**src/rtl/cmpirq_pkg.sv**
```systemverilog
package cmpirq_pkg;
    localparam int unsigned CMP_COUNT   = 5;
    localparam int unsigned SFR_DATA_W  = 8;
    localparam int unsigned SFR_ADDR_W  = 8;
    localparam logic [7:0]  MASK_ADDR   = 8'hB1;
    localparam logic [7:0]  PEND_ADDR   = 8'hAC;

    typedef struct packed {
        logic mask_wr;
        logic pend_wr;
        logic mask_rd;
        logic pend_rd;
    } sfr_sel_t;
endpackage

```
**src/rtl/cmpirq_decode.sv**
```systemverilog
module cmpirq_decode
    import cmpirq_pkg::*;
#(
    parameter int unsigned  AW       = SFR_ADDR_W,
    parameter logic [AW-1:0] M_ADDR  = MASK_ADDR,
    parameter logic [AW-1:0] P_ADDR  = PEND_ADDR
) (
    input  logic          wr,
    input  logic          rd,
    input  logic [AW-1:0] addr,
    output sfr_sel_t      sel
);
    logic hit_mask;
    logic hit_pend;

    always_comb begin
        hit_mask    = (addr == M_ADDR);
        hit_pend    = (addr == P_ADDR);
        sel.mask_wr = wr & hit_mask;
        sel.pend_wr = wr & hit_pend;
        sel.mask_rd = rd & hit_mask;
        sel.pend_rd = rd & hit_pend;
    end
endmodule

```
**src/rtl/cmpirq_mask_reg.sv**
```systemverilog
module cmpirq_mask_reg #(
    parameter int unsigned N = 5
) (
    input  logic         clk,
    input  logic         rst_n,
    input  logic         wr_en,
    input  logic [N-1:0] wr_val,
    output logic [N-1:0] mask
);
    always_ff @(posedge clk or negedge rst_n) begin
        if (!rst_n) begin
            mask <= '0;
        end else if (wr_en) begin
            mask <= wr_val;
        end
    end
endmodule

```
**src/rtl/cmpirq_pend_reg.sv**
```systemverilog
module cmpirq_pend_reg #(
    parameter int unsigned N = 5
) (
    input  logic         clk,
    input  logic         rst_n,
    input  logic [N-1:0] set_vec,
    input  logic [N-1:0] clr_vec,
    output logic [N-1:0] pend
);
    // One set/clear cell per source; set dominates clear
    for (genvar g = 0; g < N; g++) begin : g_cell
        always_ff @(posedge clk or negedge rst_n) begin
            if (!rst_n) begin
                pend[g] <= 1'b0;
            end else if (set_vec[g]) begin
                pend[g] <= 1'b1;
            end else if (clr_vec[g]) begin
                pend[g] <= 1'b0;
            end
        end
    end
endmodule

```
**src/rtl/cmpirq_rdmux.sv**
```systemverilog
module cmpirq_rdmux
    import cmpirq_pkg::*;
#(
    parameter int unsigned N  = 5,
    parameter int unsigned DW = 8
) (
    input  sfr_sel_t      sel,
    input  logic [N-1:0]  mask,
    input  logic [N-1:0]  pend,
    output logic [DW-1:0] rdata
);
    always_comb begin
        rdata = '0;
        unique case (1'b1)
            sel.mask_rd: rdata[N-1:0] = mask;
            sel.pend_rd: rdata[N-1:0] = pend;
            default:     rdata = '0;
        endcase
    end
endmodule

```
**src/rtl/cmpirq_ctrl.sv**
```systemverilog
module cmpirq_ctrl
    import cmpirq_pkg::*;
#(
    parameter int unsigned   N       = CMP_COUNT,
    parameter int unsigned   DW      = SFR_DATA_W,
    parameter int unsigned   AW      = SFR_ADDR_W,
    parameter logic [AW-1:0] M_ADDR  = MASK_ADDR,
    parameter logic [AW-1:0] P_ADDR  = PEND_ADDR
) (
    input  logic          clk,
    input  logic          rst_n,
    input  logic          sfr_wr,
    input  logic          sfr_rd,
    input  logic [AW-1:0] sfr_addr,
    input  logic [DW-1:0] sfr_wdata,
    output logic [DW-1:0] sfr_rdata,
    input  logic [N-1:0]  cmp_evt,
    input  logic          irq_ack,
    output logic          irq_req
);
    localparam int unsigned UNUSED_W = DW - N;

    sfr_sel_t     sel;
    logic [N-1:0] mask_q;
    logic [N-1:0] pend_q;
    logic [N-1:0] set_vec;
    logic [N-1:0] clr_vec;
    logic [UNUSED_W-1:0] wdata_hi_unused;

    assign wdata_hi_unused = sfr_wdata[DW-1:N];

    cmpirq_decode #(.AW(AW), .M_ADDR(M_ADDR), .P_ADDR(P_ADDR)) u_dec (
        .wr   (sfr_wr),
        .rd   (sfr_rd),
        .addr (sfr_addr),
        .sel  (sel)
    );

    cmpirq_mask_reg #(.N(N)) u_mask (
        .clk    (clk),
        .rst_n  (rst_n),
        .wr_en  (sel.mask_wr),
        .wr_val (sfr_wdata[N-1:0]),
        .mask   (mask_q)
    );

    always_comb begin
        set_vec = cmp_evt & mask_q;
        clr_vec = '0;
        if (sel.pend_wr) clr_vec = clr_vec | ~sfr_wdata[N-1:0];
        if (irq_ack)     clr_vec = '1;
    end

    cmpirq_pend_reg #(.N(N)) u_pend (
        .clk     (clk),
        .rst_n   (rst_n),
        .set_vec (set_vec),
        .clr_vec (clr_vec),
        .pend    (pend_q)
    );

    cmpirq_rdmux #(.N(N), .DW(DW)) u_rd (
        .sel   (sel),
        .mask  (mask_q),
        .pend  (pend_q),
        .rdata (sfr_rdata)
    );

    assign irq_req = |pend_q;
endmodule

```
**config.mk**
```make
export PLATFORM = sky130hd
export DESIGN_NAME = cmpirq_ctrl
export DESIGN_NICKNAME = d
export VERILOG_FILES = /design/src/rtl/cmpirq_pkg.sv /design/src/rtl/cmpirq_decode.sv /design/src/rtl/cmpirq_mask_reg.sv /design/src/rtl/cmpirq_pend_reg.sv /design/src/rtl/cmpirq_rdmux.sv /design/src/rtl/cmpirq_ctrl.sv
export SDC_FILE = /design/constraint.sdc
export NUM_CORES = 1
export LEC_CHECK = 0
export BUFFER_PORTS_ARGS = -buffer_cell sky130_fd_sc_hd__buf_4
export CORE_MARGIN = 1
export CORE_UTILIZATION = 41
export CTS_CLUSTER_SIZE = 30
export DETAILED_ROUTE_END_ITERATION = 12
export PLACE_DENSITY = 0.76
export SLEW_MARGIN = 40
export SYNTH_ARGS = -nofsm -noshare
export SYNTH_HDL_FRONTEND = slang
export SYNTH_SLANG_ARGS = --single-unit
```
**constraint.sdc**
```tcl
create_clock -name clk -period 0.9 [get_ports clk]
set_input_delay 0.135 -clock clk [delete_from_list [all_inputs] [get_ports clk]]
set_output_delay 0.135 -clock clk [all_outputs]
set_load 0.01 [all_outputs]
```
# After elaboration in Yosys (flattened, before gate mapping)

Cells that the tools add are included.

Register bits: 10
Latch bits: 0
RAM bits: 0
Memory bits (read-only): 0
Output and inout bits: 9
Logic and storage cells: 33
Memories kept: 0

Add/sub/neg operators: 0
$mul: 0
Div/mod/pow operators: 0
$lt $le $gt $ge: 0
Equality and inequality tests: 2
Shift-type cells: 0
Muxes and demuxes: 13
Bitwise gates (word level): 6
Reduce and logical (&&, ||, !) cells: 6

Operators by type and width:

| cell                                 | number |
|---|---|
| == test 8 bit, second input constant | 2 |
| 2-to-1 mux 1 bit                     | 10 |
| 2-to-1 mux 5 bit                     | 2 |
| case mux 5 bit (2 select lines)      | 1 |
| nonzero test 2 bit                   | 5 |
| bitwise AND 5 bit                    | 1 |
| inverter 5 bit                       | 1 |
| OR reduction 5 bit                   | 1 |
| bitwise AND 1 bit                    | 4 |

# Logic depth before layout (Yosys ltp)

Gate-level depths: netlist of the first run.

Word-level depth: 6
Depth in mapped cells: 4

# Hierarchy

A second synthesis of the first run with hierarchy kept.

Cells, all modules: 61
Area total of the unflattened synthesis: 594.3 sq um

Modules (own cells, without submodules):

| module          | instances | cells each | area an instance (sq um) |
|---|---|---|---|
| cmpirq_mask_reg | 1         | 10         | 181.4 |
| cmpirq_pend_reg | 1         | 15         | 181.4 |
| cmpirq_ctrl     | 1         | 18         | 100.1 |
| cmpirq_rdmux    | 1         | 9          | 70.1 |
| cmpirq_decode   | 1         | 9          | 61.3 |

# Worst setup path before layout of the first run

OpenSTA, ideal clock, no wires.

Path kind: input port to flip-flop
Start: in sfr_addr[1]
End: reg u_mask.mask[0]
Data arrival time: 0.927 ns
Data required time: 0.775 ns
Path slack: -0.152 ns
Stages: 4
Cells stage by stage: and4bb_1 buf_4 nand3_4 mux2_4

Longest elaborated chain between the ends: 2

RTL lines:

| what                   | RTL line              | text |
|---|---|---|
| start: declaration     | cmpirq_ctrl.sv:14     | `input logic [AW-1:0] sfr_addr,` |
| == test 8 bit          | cmpirq_decode.sv:17   | `hit_mask = (addr == M_ADDR);` |
| bitwise AND 1 bit      | cmpirq_decode.sv:19   | `sel.mask_wr = wr & hit_mask;` |
| end signal: assignment | cmpirq_mask_reg.sv:14 | `mask <= wr_val;` |
| end: declaration       | cmpirq_mask_reg.sv:8  | `output logic [N-1:0] mask` |

Every way passes these cells.
A chain may end at the register's enable or synchronous reset.

# Final worst setup path of the first run

Start: reg u_pend.pend[2]
End: out irq_req

Longest elaborated chain between the ends: 1

RTL lines:

| what                             | RTL line              | text |
|---|---|---|
| start: declaration               | cmpirq_pend_reg.sv:8  | `output logic [N-1:0] pend` |
| start signal: indexed assignment | cmpirq_pend_reg.sv:14 | `pend[g] <= 1'b0;` |
| start signal: indexed assignment | cmpirq_pend_reg.sv:16 | `pend[g] <= 1'b1;` |
| start signal: indexed assignment | cmpirq_pend_reg.sv:18 | `pend[g] <= 1'b0;` |
| OR reduction 5 bit               | cmpirq_ctrl.sv:69     | `assign irq_req = \|pend_q;` |
| end: declaration                 | cmpirq_ctrl.sv:19     | `output logic irq_req` |

Every way passes these cells.

==> impl_metrics.ini, run 1 <==
[hold_path]
whs_path_depth = 2
min_path_type = in -> reg

[cts]
cts_tree = built
clock_path_buffers = 2
insertion_delay_ps = 270
ctsRootBufferMaster = clkbuf_4
cts_buffers = 3
clock-sinks = 10
clk_transition_reported_paths_ps = 80
htree_num_levels = 1

[cells_and_area]
fillers = 97
layout.nets = 117
antenna_cells = 0
layout-drive-gt1-share_pct = 60.00
design_area_um2 = 991.0
multiInputGateArea_um2 = 341.6
syn2layout_area_growth_pct = 68.87
regArea_um2 = 250.2

[drt]
vias = 572
avgViaCountPerCell = 5.448
wl_met2_um = 873
drtIter0Drc = 9
wl_met1_um = 765
wl_met3_um = 91
drc = 0
ant_nets = 0
detail_route.first_pass.iterations = 4
routedWlPerCell_um = 16.64
routed.top_layer = met4
drt_wl_total_mm = 1.747

[die]
die_area_um2 = 1586
num_io_pins = 35
core_um2 = 1318
rows = 13
die-width_um = 39.83
die_h_um = 39.83
initial_core_util_pct = 44.54

[worst_setup_path]
required_ps = 760
criticalPathCategory = reg -> out
startpoint_type = flip-flop
cp-end-kind = output pin
critPathMaxFanout = 3
reg2regPathDepth = 3
critPathArrivalTime_ps = 1110

[grt]
grt_antenna_before_repair = 0
grt_max_degree = 11
overflow = 0
grt_pass1_wl_mm = 2.394
grt_usage_pct = 24.58
grt_pass1_vias = 545

[synth]
ys_top_cells_by_count = 10 x dfrtp_1, 6 x nor2_1
syn_avg_cell_area_um2 = 11.74
seq_area_frac_synth_pct = 42.64
yosysTopAreaCell = dfrtp_1
yosysWarnings = 0
synthTopCellsByArea = dfrtp_1 43%, mux2_4 13%, a32o_1 8.5%
yosysMostFrequentCell = dfrtp_1
ys_seq_elements = 10
syn_inst = 50
async_flop_share_pct = 100.0
synth_ff_type = dfrtp_1
yosysUniqueCellTypes = 16
syn_area_um2 = 586.8
synth_top_cell_area_share_pct = 42.64
synth_edf_count = 0

[outcome]
status = finished, violations left
violations = negative setup slack

[timing]
timing.final.crit_period_ps = 1244
clock_skew_ps = 4.977
post-route-period-util_pct = 138.3
rsz0062_at_grt = yes
timing.fmax_mhz = 803.6
maxSlewViolCount = 0
setup_viol = 15
setup_ws_ps = -344.4
timing.final.hold_violations = 0
whs_ps = 74.50

[placement]
postPlaceCellArea_um2 = 825.8
preCtsSetupSlack_ps = -328.7
routabilityCongestion = 0.8059
hpwl_mm = 1.139
numPortBuffers = 28

[power_and_ir_drop]
power.density_nw_per_um2 = 1182
ir_drop_v = 0.0008190
power_mw = 1.171
power_leakage_nw = 0.4817

[flow_run]
drv_cap = 0
[routing by layer]
layer	vias up	track usage, %
li1	269	-
met1	272	28.67
met2	27	42.62
met3	4	6.818
met4	0	7.759
met5	-	0
[cell type report]
class                   instances  share of cell area (%)
multi-input cells              36                   34.47
repair buffers                 39                   34.34
flip-flops and latches         10                   25.25
clock buffers                   4                   3.662
well taps                      15                   1.894
inverters                       1                  0.3788
[placed cells by master, fill, tap and decap left out, drive strengths merged, types with 2 or more instances in the layout]
cell	instances
nor2	6
mux2	5
a22oi	5
and4bb	2
clkbuf	4
conb	3
dfrtp	10
buf	38
nand4b	5
a32o	5
nand2	2
[sequential cells by signal, indices dropped and copies added (netlist names)]
| signal | flops |
|---|---|
| u_pend.pend | 5 |
| u_mask.mask | 5 |
[stage by stage]
stage | setup TNS (ps) | utilization (%) | cells
2_1_floorplan | -1655 | - | 52
3_3_place_gp | -4329 | 62.68 | 95
5_1_grt | -2679 | 75.21 | 105
3_5_place_dp | -4740 | 62.68 | 95
6_report | -2244 | 75.21 | 105
4_1_cts | -2114 | 71.51 | 103
[repair_timing]
action | in CTS | in global routing
hold endpoints to repair | 10 | 0
endpoints found under the setup margin | 16 | 15
buffers inserted | 3 | 5
resized for setup | 12 | 8
pin swaps | 8 | 3
hold buffers | 1 | 0
[critical path, cell delays in order, from the launching register on]
cell and delay, ps:
dfrtp_1 430, nor3_2 200, nand2_1 90, buf_6 120
[report_power, final]
part           switching (mW)  total, mW  leakage (nW)  internal [mW]
sequential             0.0244      0.496         0.138          0.471
clock                   0.182      0.428        0.0210          0.246
combinational          0.0860      0.247         0.323          0.161
[cell families (layout without fill, tap and decap cells)]
family / count (synthesis) / after routing / synth area share [%]
AND/OR/NAND/NOR: 18 / 18 / 22.39
AO/OA/AOI/OAI: 10 / 10 / 14.93
flip-flops: 10 / 10 / 42.64
buffers and inverters: 6 / 44 / 6.609
multiplexers: 5 / 5 / 12.79
other: 1 / 3 / 0.6390
[final timing paths]
kind | from | end | slack, ps
worst max register to register | u_pend.pend[4] | u_pend.pend[4] | -120
min in group asynchronous | rst_n | u_pend.pend[0] | 210
worst max-delay path | u_pend.pend[2] | irq_req | -340
max in group asynchronous | rst_n | u_pend.pend[1] | 530
worst min-delay path | cmp_evt[0] | u_pend.pend[0] | 70
worst min register to register | u_mask.mask[1] | u_pend.pend[1] | 540
(Power assumes the default switching activity.)
==> run 2, diff against run 1 <==
--- a/config.mk
+++ b/config.mk
@@ -10,7 +10,7 @@
 export CORE_UTILIZATION = 41
 export CTS_CLUSTER_SIZE = 30
 export DETAILED_ROUTE_END_ITERATION = 12
-export PLACE_DENSITY = 0.76
+export PLACE_DENSITY_LB_ADDON = 0.08
 export SLEW_MARGIN = 40
 export SYNTH_ARGS = -nofsm -noshare
 export SYNTH_HDL_FRONTEND = slang
==> impl_metrics.ini, run 2 (same netlist as run 1, synthesis figures left out) <==
[cts]
clock_path_buffers = 2
cts_buffers = 3
cts_tree = built
clk_transition_reported_paths_ps = 80
ctsRootBufferMaster = clkbuf_4
insertion_delay_ps = 270
clock-sinks = 10
htree_num_levels = 1

[cells_and_area]
fillers = 99
syn2layout_area_growth_pct = 67.16
finalCoreUtilization_pct = 74.45
layout.nets = 120
antenna_cells = 0
mostFrequentLayoutCell = buf_4
reg_top3 = u_mask.mask (5), u_pend.pend (5)
layout-drive-gt1-share_pct = 58.06
most-common-layout-cells = 31 x buf_4, 10 x buf_6, 10 x dfrtp_1

[power_and_ir_drop]
pwr-share-seq_pct = 43.5
power.density_nw_per_um2 = 1156
p_int_uw = 872.8
p_clk_share_pct = 35.8
power_leakage_nw = 0.4863
ir_drop_v = 0.0008841
switching_share_pct = 23.00
p_comb_share_pct = 20.6
power.switching_uw = 260.7

[die]
num_io_pins = 35
die_h_um = 39.83
initial_core_util_pct = 44.54
rows = 13
die_area_um2 = 1586
core_um2 = 1318
die-width_um = 39.83

[worst_setup_path]
cp-end-kind = output pin
criticalPathCategory = reg -> out
r2r-start = u_pend.pend[3]
crit_start = u_pend.pend[3]
crit_chain = a22oi_1 -> nor2_1 -> buf_4
cpPeakStageDelay_ps = 420
startpoint_type = flip-flop
cp_num_buf_inv = 1
critPathArrivalTime_ps = 1060
required_ps = 760
path_delay_family = flip-flops
critPathMaxFanout = 3
cp_slowest_cell = dfrtp_1

[drt]
routedWlPerCell_um = 14.00
routed.top_layer = met4
drtIter0Drc = 11
vias = 584
wl_met3_um = 85
drc = 0
wl_met1_um = 617
wl_met2_um = 799
avgViaCountPerCell = 5.407
detail_route.first_pass.iterations = 4
drt_wl_total_mm = 1.512
ant_nets = 0

[timing]
rsz0062_at_grt = yes
timing.final.hold_violations = 0
timing.fmax_mhz = 835.1
setup_viol = 11
clock_skew_ps = 10.11
post-route-period-util_pct = 133.0
setup_ws_ps = -297.5
timing.final.crit_period_ps = 1197
maxSlewViolCount = 0

[placement]
numPortBuffers = 28
preCtsSetupSlack_ps = -323.7
hpwl_mm = 1.150
routabilityCongestion = 0.7286

[grt]
grt_usage_pct = 22.88
grt_pass1_wl_mm = 2.304
grt_antenna_before_repair = 0
grt_max_degree = 11
grt_pass1_vias = 553
overflow = 0

[flow_run]
drv_cap = 0

[hold_path]
min_path_type = in -> reg
min_from = cmp_evt[3]

[outcome]
violations = negative setup slack
status = finished, violations left
-- run 2: worst paths after layout --
check | end | slack, ps | depth (start not counted)
max reg2reg | u_pend.pend[3] | -70 | 3
max in group asynchronous | u_mask.mask[0] | 520 | 2
min in group asynchronous | u_pend.pend[1] | 220 | 2
max | sfr_rdata[3] | -300 | 3
min | u_pend.pend[3] | 90 | 2
min reg2reg | u_pend.pend[2] | 540 | 1
-- run 2: area by class of cell --
cell class	count	area [µm²]	share of cell area, %
clock buffers	4	36.28	3.699
inverters	1	3.754	0.3827
multi-input cells	36	316.6	32.27
flip-flops and latches	10	250.2	25.51
well taps	15	18.77	1.913
repair buffers	42	355.3	36.22
-- run 2: power groups by stage --
stage	clock network, mW	registers (mW)	logic (mW)
after floorplan	0	0.494	0.0802
after global placement	0	0.501	0.186
after detailed placement	0	0.501	0.190
after CTS	0.421	0.493	0.228
after global routing	0.423	0.496	0.258
final	0.406	0.494	0.234
-- run 2: routing by layer --
metal	track usage, %	up-vias
met1	26.50	274
met2	39.34	30
met4	10.34	0
met5	0	-
met3	5.114	2
li1	-	278
-- run 2: timing repair --
item / in CTS / in global routing
hold buffers: 1 / 0
setup endpoints to repair: 14 / 16
endpoints found under the hold margin: 10 / 0
buffers inserted: 5 / 4
pin swaps: 11 / 6
resized for setup: 11 / 3
-- run 2: metrics by stage --
step                instances  instance area (µm²)  total power [mW]  TNS (ps)  hold slack (ps)
floorplan                  52                594.3            0.5739     -1655           -160.6
global placement           95                825.8            0.6872     -4364           -29.34
detailed placement         95                825.8            0.6917     -4555           -26.72
CTS                       105                950.9             1.142     -2162            74.15
global route              108                980.9             1.177     -3047            84.34
finish                    108                980.9             1.134     -2399            86.35
==> run 3, diff against run 2 <==
--- a/config.mk
+++ b/config.mk
@@ -5,9 +5,10 @@
 export SDC_FILE = /design/constraint.sdc
 export NUM_CORES = 1
 export LEC_CHECK = 0
+export ABC_AREA = 1
 export BUFFER_PORTS_ARGS = -buffer_cell sky130_fd_sc_hd__buf_4
 export CORE_MARGIN = 1
-export CORE_UTILIZATION = 41
+export CORE_UTILIZATION = 44
 export CTS_CLUSTER_SIZE = 30
 export DETAILED_ROUTE_END_ITERATION = 12
 export PLACE_DENSITY_LB_ADDON = 0.08
==> impl_metrics.ini, run 3 <==
[power_and_ir_drop]
power.density_nw_per_um2 = 952.3
ir_drop_v = 0.0008011
power_leakage_nw = 0.6629
power_mw = 1.080

[worst_setup_path]
criticalPathCategory = reg -> out
cp_slowest_cell = dfrtp_1
startpoint_type = flip-flop
cp_num_buf_inv = 1
cpPeakStageDelay_ps = 400
required_ps = 760
path_delay_family = flip-flops
critPathMaxFanout = 2
cp-end-kind = output pin
crit_chain = nor3_2 -> nand3_1 -> buf_4
critPathArrivalTime_ps = 1070

[placement]
routabilityCongestion = 0.7804
numPortBuffers = 28
hpwl_mm = 1.353
dpl.cell_count = 151
postPlaceCellArea_um2 = 969.7

[die]
initial_core_util_pct = 46.68
core_um2 = 1506
die_area_um2 = 1762
num_io_pins = 35
rows = 14
die-width_um = 41.98
die_h_um = 41.98

[timing]
timing.fmax_mhz = 828.2
fin_setup_tns_ps = -1402
timing.final.crit_period_ps = 1207
maxSlewViolCount = 0
clock_skew_ps = 0.9707
timing.final.hold_violations = 0
setup_ws_ps = -307.4
post-route-period-util_pct = 134.2
setup_viol = 6
rsz0062_at_grt = yes

[synth]
ys_seq_elements = 10
yosysMostFrequentCell = nand2_1
seq_area_frac_synth_pct = 35.59
yosysTopAreaCell = dfrtp_1
yosysWarnings = 0
ys_top_cells_by_count = 39 x nand2_1, 15 x nand4_1, 14 x inv_1
syn_area_um2 = 703.2
syn_avg_cell_area_um2 = 6.894
synth_edf_count = 0
synth_top_cell_area_share_pct = 35.59
async_flop_share_pct = 100.0
yosysUniqueCellTypes = 17
synth_ff_type = dfrtp_1
synthTopCellsByArea = dfrtp_1 36%, nand2_1 21%, nand4_1 13%
syn_inst = 102

[drt]
routedWlPerCell_um = 12.20
drtIter0Drc = 20
detail_route.first_pass.iterations = 4
ant_nets = 0
avgViaCountPerCell = 4.988
vias = 813
drt_wl_total_mm = 1.988
drc = 0

[cts]
clock_path_buffers = 2
insertion_delay_ps = 270
clk_transition_reported_paths_ps = 60
cts_tree = built
ctsRootBufferMaster = clkbuf_4
clock-sinks = 10
cts_buffers = 3
htree_num_levels = 1

[cells_and_area]
antenna_cells = 0
fillers = 130
design_area_um2 = 1134
regArea_um2 = 250.2
reg_top3 = u_mask.mask (5), u_pend.pend (5)
mostFrequentLayoutCell = buf_4
syn2layout_area_growth_pct = 61.21
layout-drive-gt1-share_pct = 45.58
instances_no_fill = 163
most-common-layout-cells = 36 x buf_4, 33 x nand2_1, 15 x nand4_1
layout.nets = 175
multiInputGateArea_um2 = 400.4

[outcome]
violations = negative setup slack
status = finished, violations left

[grt]
grt_antenna_before_repair = 0
overflow = 0
grt_max_degree = 12
grt_pass1_vias = 747
grt_pass1_wl_mm = 3.146
grt_usage_pct = 23.86

[flow_run]
drv_cap = 0

[hold_path]
min_path_type = in -> reg
[run 3: worst min-delay path, cell delays in order]
cell and delay, ps:
buf_4 80, nand2_1 40, nand2_1 50
[run 3: cell type report]
type                       count  area share, %
clock buffer                   3          1.987
inverter                      15          5.188
multi-input combinational     73          35.32
sequential                    10          22.08
tap                           16          1.766
timing repair buffer          46          33.66
[run 3: final timing paths]
kind	startpoint	end	slack, ps	cells after the start
max	u_pend.pend[0]	irq_req	-310	3
min	cmp_evt[1]	u_pend.pend[1]	60	3
max reg2reg	u_mask.mask[3]	u_mask.mask[3]	40	4
min reg2reg	u_mask.mask[1]	u_pend.pend[1]	540	2
max in group asynchronous	rst_n	u_mask.mask[2]	530	2
min in group asynchronous	rst_n	u_pend.pend[3]	230	2
[run 3: logic make-up after synthesis]
family / Yosys count / synth area share (%)
DFF: 10 / 35.59
other: 1 / 0.5333
and+or+nand+nor: 70 / 50.35
buffers and inverters: 21 / 13.52
[run 3: what timing repair did]
item,4_1_cts,5_1_grt
endpoints found under the setup margin,6,6
resized for setup,14,9
cloned,0,0
setup buffers,4,4
pin swaps,13,9
hold buffers,1,0
hold endpoints to repair,10,0
[run 3: routing by layer]
layer	track usage [%]	up-vias	share of wire, %
met5	0	-	0
met4	5.161	0	0.86
met3	6.897	4	5.2
met2	40.63	32	54
met1	29.92	366	40
li1	-	411	-
[run 3: report_power, final]
group | internal (mW) | switching, mW
clock network | 0.155 | 0.157
logic | 0.149 | 0.131
registers | 0.472 | 0.0159
[run 3: stage by stage]
stage / setup WS, ps / utilization, % / hold WS [ps]
6_report: -307.4 / 75.25 / 64.91
5_1_grt: -364.0 / 75.25 / 68.91
4_1_cts: -290.9 / 71.18 / 69.07
3_5_place_dp: -172.7 / 64.37 / -29.09
3_3_place_gp: -148.7 / 64.37 / -30.39
2_1_floorplan: 46.01 / - / -160.6
